### src/rtl/sss_pkg.sv
package sss_pkg;
  typedef enum logic [2:0] {
    ST_OFF       = 3'd0,
    ST_STBY_LIM  = 3'd1,
    ST_STBY_DEF  = 3'd2,
    ST_STBY_FULL = 3'd3,
    ST_IDLE      = 3'd4,
    ST_RUN       = 3'd5
  } sss_state_e;

  function automatic logic all_regs_open(sss_state_e s);
    return (s == ST_STBY_FULL) || (s == ST_IDLE) || (s == ST_RUN);
  endfunction

  function automatic logic low_regs_open(sss_state_e s);
    return (s == ST_STBY_LIM) || (s == ST_STBY_DEF);
  endfunction
endpackage

### src/rtl/sss_fsm.sv
module sss_fsm
  import sss_pkg::*;
(
  input  logic       clk,
  input  logic       rst_n,
  input  logic       pwr_good,
  input  logic       hard_rst,
  input  logic       upload_done,
  input  logic       logic_en,
  input  logic       seq_en,
  output sss_state_e st_q
);
  sss_state_e st_d;

  always_comb begin
    st_d = st_q;
    if (!pwr_good) begin
      st_d = ST_OFF;
    end else if (st_q == ST_OFF) begin
      st_d = ST_STBY_LIM;
    end else if (hard_rst) begin
      st_d = ST_STBY_DEF;
    end else begin
      unique case (st_q)
        ST_STBY_LIM:  st_d = ST_STBY_LIM;
        ST_STBY_DEF:  if (upload_done) st_d = ST_STBY_FULL;
        ST_STBY_FULL: if (logic_en) st_d = ST_IDLE;
        ST_IDLE: begin
          if (!logic_en)   st_d = ST_STBY_FULL;
          else if (seq_en) st_d = ST_RUN;
        end
        ST_RUN:       if (!seq_en) st_d = ST_IDLE;
        default:      st_d = ST_OFF;
      endcase
    end
  end

  always_ff @(posedge clk or negedge rst_n) begin
    if (!rst_n) st_q <= ST_OFF;
    else        st_q <= st_d;
  end

  // power loss wins over everything
  assert_pwr_loss_R2: assert property (@(posedge clk) disable iff (!rst_n)
    !pwr_good |=> st_q == ST_OFF);

  // hard reset from any powered state
  assert_hard_reset_R4: assert property (@(posedge clk) disable iff (!rst_n)
    (pwr_good && hard_rst && st_q != ST_OFF) |=> st_q == ST_STBY_DEF);

  // upload completion opens full standby
  assert_upload_R5: assert property (@(posedge clk) disable iff (!rst_n)
    (pwr_good && !hard_rst && upload_done && st_q == ST_STBY_DEF) |=> st_q == ST_STBY_FULL);

  // running is only ever entered from idle
  assert_run_entry_R7: assert property (@(posedge clk) disable iff (!rst_n)
    (st_q != ST_RUN && st_q != ST_IDLE) |=> st_q != ST_RUN);

  // sequencer drop leaves running for idle
  assert_run_exit_R7: assert property (@(posedge clk) disable iff (!rst_n)
    (st_q == ST_RUN && pwr_good && !hard_rst && !seq_en) |=> st_q == ST_IDLE);
endmodule

### src/rtl/sss_gate.sv
module sss_gate
  import sss_pkg::*;
#(
  parameter int ADDR_W    = 9,
  parameter int DATA_W    = 16,
  parameter int LOW_LIMIT = 40
) (
  input  logic              clk,
  input  logic              rst_n,
  input  sss_state_e        st_q,
  input  logic              req_valid,
  input  logic              req_write,
  input  logic [ADDR_W-1:0] req_addr,
  input  logic [DATA_W-1:0] req_data,
  output logic              rsp_valid,
  output logic              rsp_err,
  output logic              fwd_valid,
  output logic              fwd_write,
  output logic [ADDR_W-1:0] fwd_addr,
  output logic [DATA_W-1:0] fwd_data
);
  localparam logic [ADDR_W-1:0] LIMIT_A = ADDR_W'(LOW_LIMIT);

  logic addr_ok;
  logic grant;

  always_comb begin
    addr_ok = all_regs_open(st_q) || (low_regs_open(st_q) && (req_addr < LIMIT_A));
    grant   = req_valid && addr_ok;
  end

  always_ff @(posedge clk or negedge rst_n) begin
    if (!rst_n) begin
      rsp_valid <= 1'b0;
      rsp_err   <= 1'b0;
      fwd_valid <= 1'b0;
      fwd_write <= 1'b0;
      fwd_addr  <= '0;
      fwd_data  <= '0;
    end else begin
      rsp_valid <= req_valid;
      rsp_err   <= req_valid && !addr_ok;
      fwd_valid <= grant;
      if (req_valid) begin
        fwd_write <= req_write;
        fwd_addr  <= req_addr;
        fwd_data  <= req_data;
      end
    end
  end

  // nothing gets through while off
  assert_off_reject_R2: assert property (@(posedge clk) disable iff (!rst_n)
    (req_valid && st_q == ST_OFF) |=> rsp_err && !fwd_valid);

  // limited standby refuses the upper range
  assert_limit_reject_R3: assert property (@(posedge clk) disable iff (!rst_n)
    (req_valid && st_q == ST_STBY_LIM && req_addr >= LIMIT_A) |=> rsp_err && !fwd_valid);

  // full-access states forward the exact address
  assert_forward_R9: assert property (@(posedge clk) disable iff (!rst_n)
    (req_valid && all_regs_open(st_q)) |=> fwd_valid && !rsp_err && fwd_addr == $past(req_addr));
endmodule

### src/rtl/sss_enables.sv
module sss_enables
  import sss_pkg::*;
(
  input  sss_state_e st_q,
  output logic       clk_run,
  output logic       blocks_on,
  output logic       seq_on
);
  always_comb begin
    clk_run   = (st_q == ST_IDLE) || (st_q == ST_RUN);
    blocks_on = clk_run;
    seq_on    = (st_q == ST_RUN);
  end
endmodule

### src/rtl/sensor_state_ctrl.sv
module sensor_state_ctrl
  import sss_pkg::*;
#(
  parameter int ADDR_W    = 9,
  parameter int DATA_W    = 16,
  parameter int LOW_LIMIT = 40
) (
  input  logic              clk,
  input  logic              rst_n,
  input  logic              pwr_good,
  input  logic              hard_rst,
  input  logic              upload_done,
  input  logic              logic_en,
  input  logic              seq_en,
  input  logic              req_valid,
  output logic              req_ready,
  input  logic              req_write,
  input  logic [ADDR_W-1:0] req_addr,
  input  logic [DATA_W-1:0] req_data,
  output logic              rsp_valid,
  output logic              rsp_err,
  output logic              fwd_valid,
  output logic              fwd_write,
  output logic [ADDR_W-1:0] fwd_addr,
  output logic [DATA_W-1:0] fwd_data,
  output logic [2:0]        state_code,
  output logic              clk_run,
  output logic              blocks_on,
  output logic              seq_on
);
  sss_state_e st_q;

  assign req_ready  = 1'b1;
  assign state_code = st_q;

  sss_fsm u_fsm (
    .clk         (clk),
    .rst_n       (rst_n),
    .pwr_good    (pwr_good),
    .hard_rst    (hard_rst),
    .upload_done (upload_done),
    .logic_en    (logic_en),
    .seq_en      (seq_en),
    .st_q        (st_q)
  );

  sss_gate #(
    .ADDR_W    (ADDR_W),
    .DATA_W    (DATA_W),
    .LOW_LIMIT (LOW_LIMIT)
  ) u_gate (
    .clk       (clk),
    .rst_n     (rst_n),
    .st_q      (st_q),
    .req_valid (req_valid),
    .req_write (req_write),
    .req_addr  (req_addr),
    .req_data  (req_data),
    .rsp_valid (rsp_valid),
    .rsp_err   (rsp_err),
    .fwd_valid (fwd_valid),
    .fwd_write (fwd_write),
    .fwd_addr  (fwd_addr),
    .fwd_data  (fwd_data)
  );

  sss_enables u_en (
    .st_q      (st_q),
    .clk_run   (clk_run),
    .blocks_on (blocks_on),
    .seq_on    (seq_on)
  );
endmodule

### config.mk
export PLATFORM = sky130hd
export DESIGN_NAME = sensor_state_ctrl
export DESIGN_NICKNAME = d
export VERILOG_FILES = /design/src/rtl/sss_pkg.sv /design/src/rtl/sss_fsm.sv /design/src/rtl/sss_gate.sv /design/src/rtl/sss_enables.sv /design/src/rtl/sensor_state_ctrl.sv
export SDC_FILE = /design/constraint.sdc
export NUM_CORES = 1
export LEC_CHECK = 0
export BUFFER_PORTS_ARGS = -buffer_cell sky130_fd_sc_hd__buf_2
export CAP_MARGIN = 20
export CORE_MARGIN = 2
export CORE_UTILIZATION = 44
export DETAILED_ROUTE_END_ITERATION = 10
export GPL_ROUTABILITY_DRIVEN = 1
export GPL_TIMING_DRIVEN = 1
export HOLD_SLACK_MARGIN = 0.03
export PLACE_DENSITY = 0.88
export SLEW_MARGIN = 10
export SYNTH_ARGS = -nofsm -noshare
export SYNTH_HDL_FRONTEND = slang
export SYNTH_SLANG_ARGS = --single-unit
### constraint.sdc
create_clock -name clk -period 1.5 [get_ports clk]
set_clock_uncertainty 0.1 [all_clocks]
set_input_delay 0.225 -clock clk [delete_from_list [all_inputs] [get_ports clk]]
set_output_delay 0.225 -clock clk [all_outputs]
set_load 0.05 [all_outputs]
## Yosys cells after proc, flatten, opt, wreduce, memory -nomap -nowiden

Cells that the tools add are included.

| word-level totals | value |
|---|---|
| word-level logic and storage cells | 37 |
| flip-flop bits (word level) | 32 |

| operators by class | value |
|---|---|
| equal/unequal tests | 9 |
| magnitude comparators | 1 |
| reductions and logical operators | 11 |
| mux-type cells | 9 |

Operators with widths:

| cell | number |
|---|---|
| two-way mux 3 bit | 8 |
| inequality test 5 x 4 -> 1 bit, second input constant | 3 |
| one-hot mux 3 bit (5 select lines) | 1 |
| < comparator 9 x 6 -> 1 bit, second input constant | 1 |
| equality test 3 x 2 -> 1 bit, second input constant | 2 |
| equality test 3 bit, second input constant | 2 |
| inequality test 6 bit, second input constant | 1 |
| logical OR 1 bit | 5 |
| AND reduction 4 bit | 1 |
| equality test 3 x 1 -> 1 bit, second input constant | 1 |
| logical AND 1 bit | 3 |
| logical NOT 3 bit | 1 |
| logical NOT 1 bit | 1 |

## Depth between registers and ports, before layout

| logic depth | value |
|---|---|
| depth in word-level cells | 6 |
| mapped depth | 5 |
| depth with buffers taken out | 4 |

## Hierarchy

A second synthesis with hierarchy kept.

| unflattened totals | value |
|---|---|
| cell total of the unflattened synthesis | 98 |
| area, all modules | 1378.8 um2 |

By module, submodules not included:

| module | sequential area each (um2) | cells each | instances | area an instance (um2) |
|---|---|---|---|---|
| sss_gate | 725.7 | 71 | 1 | 1137.3 |
| sss_fsm | 75.1 | 22 | 1 | 207.7 |
| sss_enables | 0.0 | 3 | 1 | 22.5 |
| sensor_state_ctrl | 0.0 | 2 | 1 | 11.3 |

## Worst setup path after synthesis

No wires, ideal clock.

| timing | value |
|---|---|
| kind | register to output |
| from | register u_fsm.st_q[2] |
| to | output port seq_on |
| required time | 1175 ps |
| arrival | 1455 ps |
| setup slack | -280 ps |
| stages on the path, launching flop included | 4 |
| cell sequence | dfrtp_1 -> nor2b_1 -> buf_4 -> and2_2 |

| between the ends | value |
|---|---|
| word-level cells in the longest chain between the ends | 1 |

RTL lines:

| element | line | source |
|---|---|---|
| start: declaration | sss_fsm.sv:11 | `output sss_state_e st_q` |
| start signal: assignment | sss_fsm.sv:40 | `else st_q <= st_d;` |
| equality test 3 bit | sss_enables.sv:12 | `seq_on = (st_q == ST_RUN);` |
| end: declaration | sensor_state_ctrl.sv:29 | `output logic seq_on` |

Every way passes these cells.

## Worst setup path in the final report

| timing | value |
|---|---|
| from | register u_fsm.st_q[2] |
| to | register u_fsm.st_q[0] |

| between the ends | value |
|---|---|
| word-level cells in the longest chain between the ends | 5 |
| elaborated cells between the ends (all ways) | 15 |
| those cells by class | eq/ne (9); mux (4); reduce/logical (2) |

RTL lines:

| element | line | source |
|---|---|---|
| equality test 3 bit (tied with other cells) | sss_fsm.sv:24 | `unique case (st_q)` |
| one-hot mux 3 bit (5 select lines) | sss_fsm.sv:24 |  |
| two-way mux 3 bit | sss_fsm.sv:21 | `end else if (hard_rst) begin` |
| two-way mux 3 bit | sss_fsm.sv:19 | `end else if (st_q == ST_OFF) begin` |
| two-way mux 3 bit | sss_fsm.sv:17 | `if (!pwr_good) begin` |

Parallel ways exist; a longest one is shown, timed or not.
A chain may end at the register's enable or synchronous reset.

==> flow_summary.yaml <==
outcome:
  outcome: "complete, but fails checks"
  violations: "setup timing"
sta:
  hold_ws_ns: 0.04596
  setup_ws_ns: -0.07305
  slew_violations: 0
  rsz0062_at_grt: "yes"
  fmax_ghz: 0.6357
  post-route-period-util_pct: 104.9
  finalHoldViolCount: 0
  min_period_ns: 1.573
  finalSetupViolCount: 2
global_routing:
  antenna_found_initial: 0
  first_global_vias: 1156
  grt_pass1_wl_um: 5168
  grt_use_total_pct: 20.67
  grt_start_max_net_pins: 30
  grt-ovfl-total: 0
critical_path:
  critPathTopFamily: "flip-flops"
  cp.buffers_inverters: 2
  crit_slowest_cell: "dfrtp_4"
  path_cells: "nor2b_4 > buf_4 > buf_4 > o211ai_1 > o32a_1 > a31oi_1"
  start_kind: "register"
  path_max_fanout: 5
  arrival_ns: 1.66
  crit_type: "register to register"
  cp-end-kind: "register"
  cp.required_ns: 1.58
  cpMostUsedCell: "buf_4"
  cpPeakStageDelay_ns: 0.48
drt:
  wl_met2_um: 1933
  firstDrtPassIters: 4
  wl_met3_um: 178
  drc: 0
  top_layer_used: "met4"
  drt-initial-drc-count: 19
  drt.antenna.violating_nets: 0
  viasPerCell: 4.982
  wl_met1_um: 1326
  routed_wl_um: 3520
  vias: 1126
  wl_per_cell_um: 15.58
clocking:
  root_buffer: "clkbuf_4"
  clkTransAtPathRegs_ns: 0.09
  clk_latency_ns: 0.31
  cts.sinks: 32
  cts_tree: "built"
  cts.path.max_buffers: 2
  htree_levels: 2
  cts_buffers: 5
synth:
  syn_nets: 131
  synthArstFlopShare_pct: 100.0
  avgSynthCellArea_um2: 13.83
  ys.flop_type: "dfrtp_1"
  synth_area_um2: 1341
  ys_ff_latch: 32
  synth_seq_area_share_pct: 59.70
  synth_edf_count: 0
  ys_warn_count: 0
  ys_types: 25
  synthCells: 97
pwr:
  power.total_mw: 2.112
  power.leakage_nw: 1.012
  power.density_nw_per_um2: 1023
  vdd_ir_drop_max_uv: 695.4
die:
  fp.coreArea_um2: 2978
  die_area_um2: 3506
  die_w_um: 59.21
  start_util_pct: 45.04
  io_pins: 70
  die_y_um: 59.21
  row_count: 20
cells_and_area:
  final_cell_mix: "buf_2 (63), dfrtp_1 (29), dlygate4sd3_1 (20), mux2_2 (15), mux2_1 (11)"
  layout-drive-gt1-share_pct: 55.44
  layout_commonest_cell: "buf_2"
  syn2layout_area_growth_pct: 53.92
  antenna_cells: 0
  nNetsFinal: 227
  final_core_util_pct: 69.33
  nFillCells: 222
place:
  port_buffers: 68
  place_ws_ns: -0.01545
  gp_congestion: 0.8262
  post-dp-hpwl_um: 2343
hold_path:
  hold_class: "input pin to register"
run:
  drv_cap: 0
cells by family after synthesis:
family	Yosys count	share of synthesized area, %
AO/OA/AOI/OAI	16	8.021
flip-flops	32	59.70
AND/OR/NAND/NOR	12	5.504
other	1	0.2796
multiplexers	27	22.57
buffers and inverters	9	3.918
worst register-to-register path, cell delays in order (launching register included):
cell      delay (ns)
dfrtp_4         0.48
nor2b_4         0.14
buf_4           0.13
buf_4           0.14
o211ai_1        0.19
o32a_1          0.19
a31oi_1         0.06
area by class of cell:
type | count | area [um2] | share of cell area [%]
clock buffer | 6 | 41.29 | 2.000
clock inverter | 1 | 5.005 | 0.2424
inverter | 2 | 7.507 | 0.3636
multi-input combinational | 56 | 529.3 | 25.64
sequential | 32 | 807.0 | 39.09
tap | 33 | 41.29 | 2.000
timing repair buffer | 96 | 633.1 | 30.67
synth_stat cells, types with 2 or more instances:
library cell   n  area [um2]
a211oi_1       2       15.01
a21o_1         2       15.01
a21oi_1        2       10.01
a31oi_1        2       12.51
and3_1         2       12.51
buf_2          3       15.01
buf_4          4       30.03
dfrtp_1       32       800.8
inv_1          2       7.510
mux2_1        11       123.9
mux2_2        15       168.9
nor2b_1        3       18.77
nor3_1         3       15.01
o211ai_1       2       15.01
o21ai_0        2       10.01
path summary, 6_finish.rpt:
path,from,end,slack (ns),depth (start not counted)
min in group asynchronous,rst_n,u_gate.fwd_addr[1],0.23,2
hold reg to reg,u_gate.fwd_addr[4],u_gate.fwd_addr[4],0.39,1
hold / removal,pwr_good,u_fsm.st_q[1],0.05,2
setup reg to reg,u_fsm.st_q[2],u_fsm.st_q[0],-0.07,6
setup / recovery,u_fsm.st_q[2],u_fsm.st_q[0],-0.07,6
max in group asynchronous,rst_n,u_gate.fwd_data[0],0.53,3
registers in the layout, indices dropped and copies added, names as in the netlist:
register          flops
u_gate.fwd_valid      1
u_gate.fwd_write      1
u_gate.fwd_addr       9
u_gate.fwd_data      16
u_fsm.st_q            3
u_gate.rsp_valid      1
u_gate.rsp_err        1
where the power goes:
group | switching (mW) | total (mW) | internal (mW)
clock | 0.274 | 0.446 | 0.173
combinational | 0.448 | 0.672 | 0.224
sequential | 0.0496 | 0.993 | 0.944
total | 0.772 | 2.11 | 1.34
per-layer routing:
metal	up-vias	GRT usage, %
met4	0	13.31
met5	-	0
met1	540	21.66
met3	8	5.895
met2	48	35.79
li1	530	-
stage by stage:
step,std cells,area [um2],TNS [ns]
after floorplan,97,1388,0
after global placement,194,1743,0
after detailed placement,194,1743,-0.01545
after CTS,220,1984,-0.1291
after global routing,226,2064,-0.2440
final,226,2064,-0.1331
what timing repair did:
item,4_1_cts,5_1_grt
hold buffers,15,5
setup endpoints to repair,4,6
endpoints found under the hold margin,28,5
setup buffers,4,1
pin swaps,0,2
gates resized for setup,5,7
No activity file was read; power rests on OpenSTA's default activity.
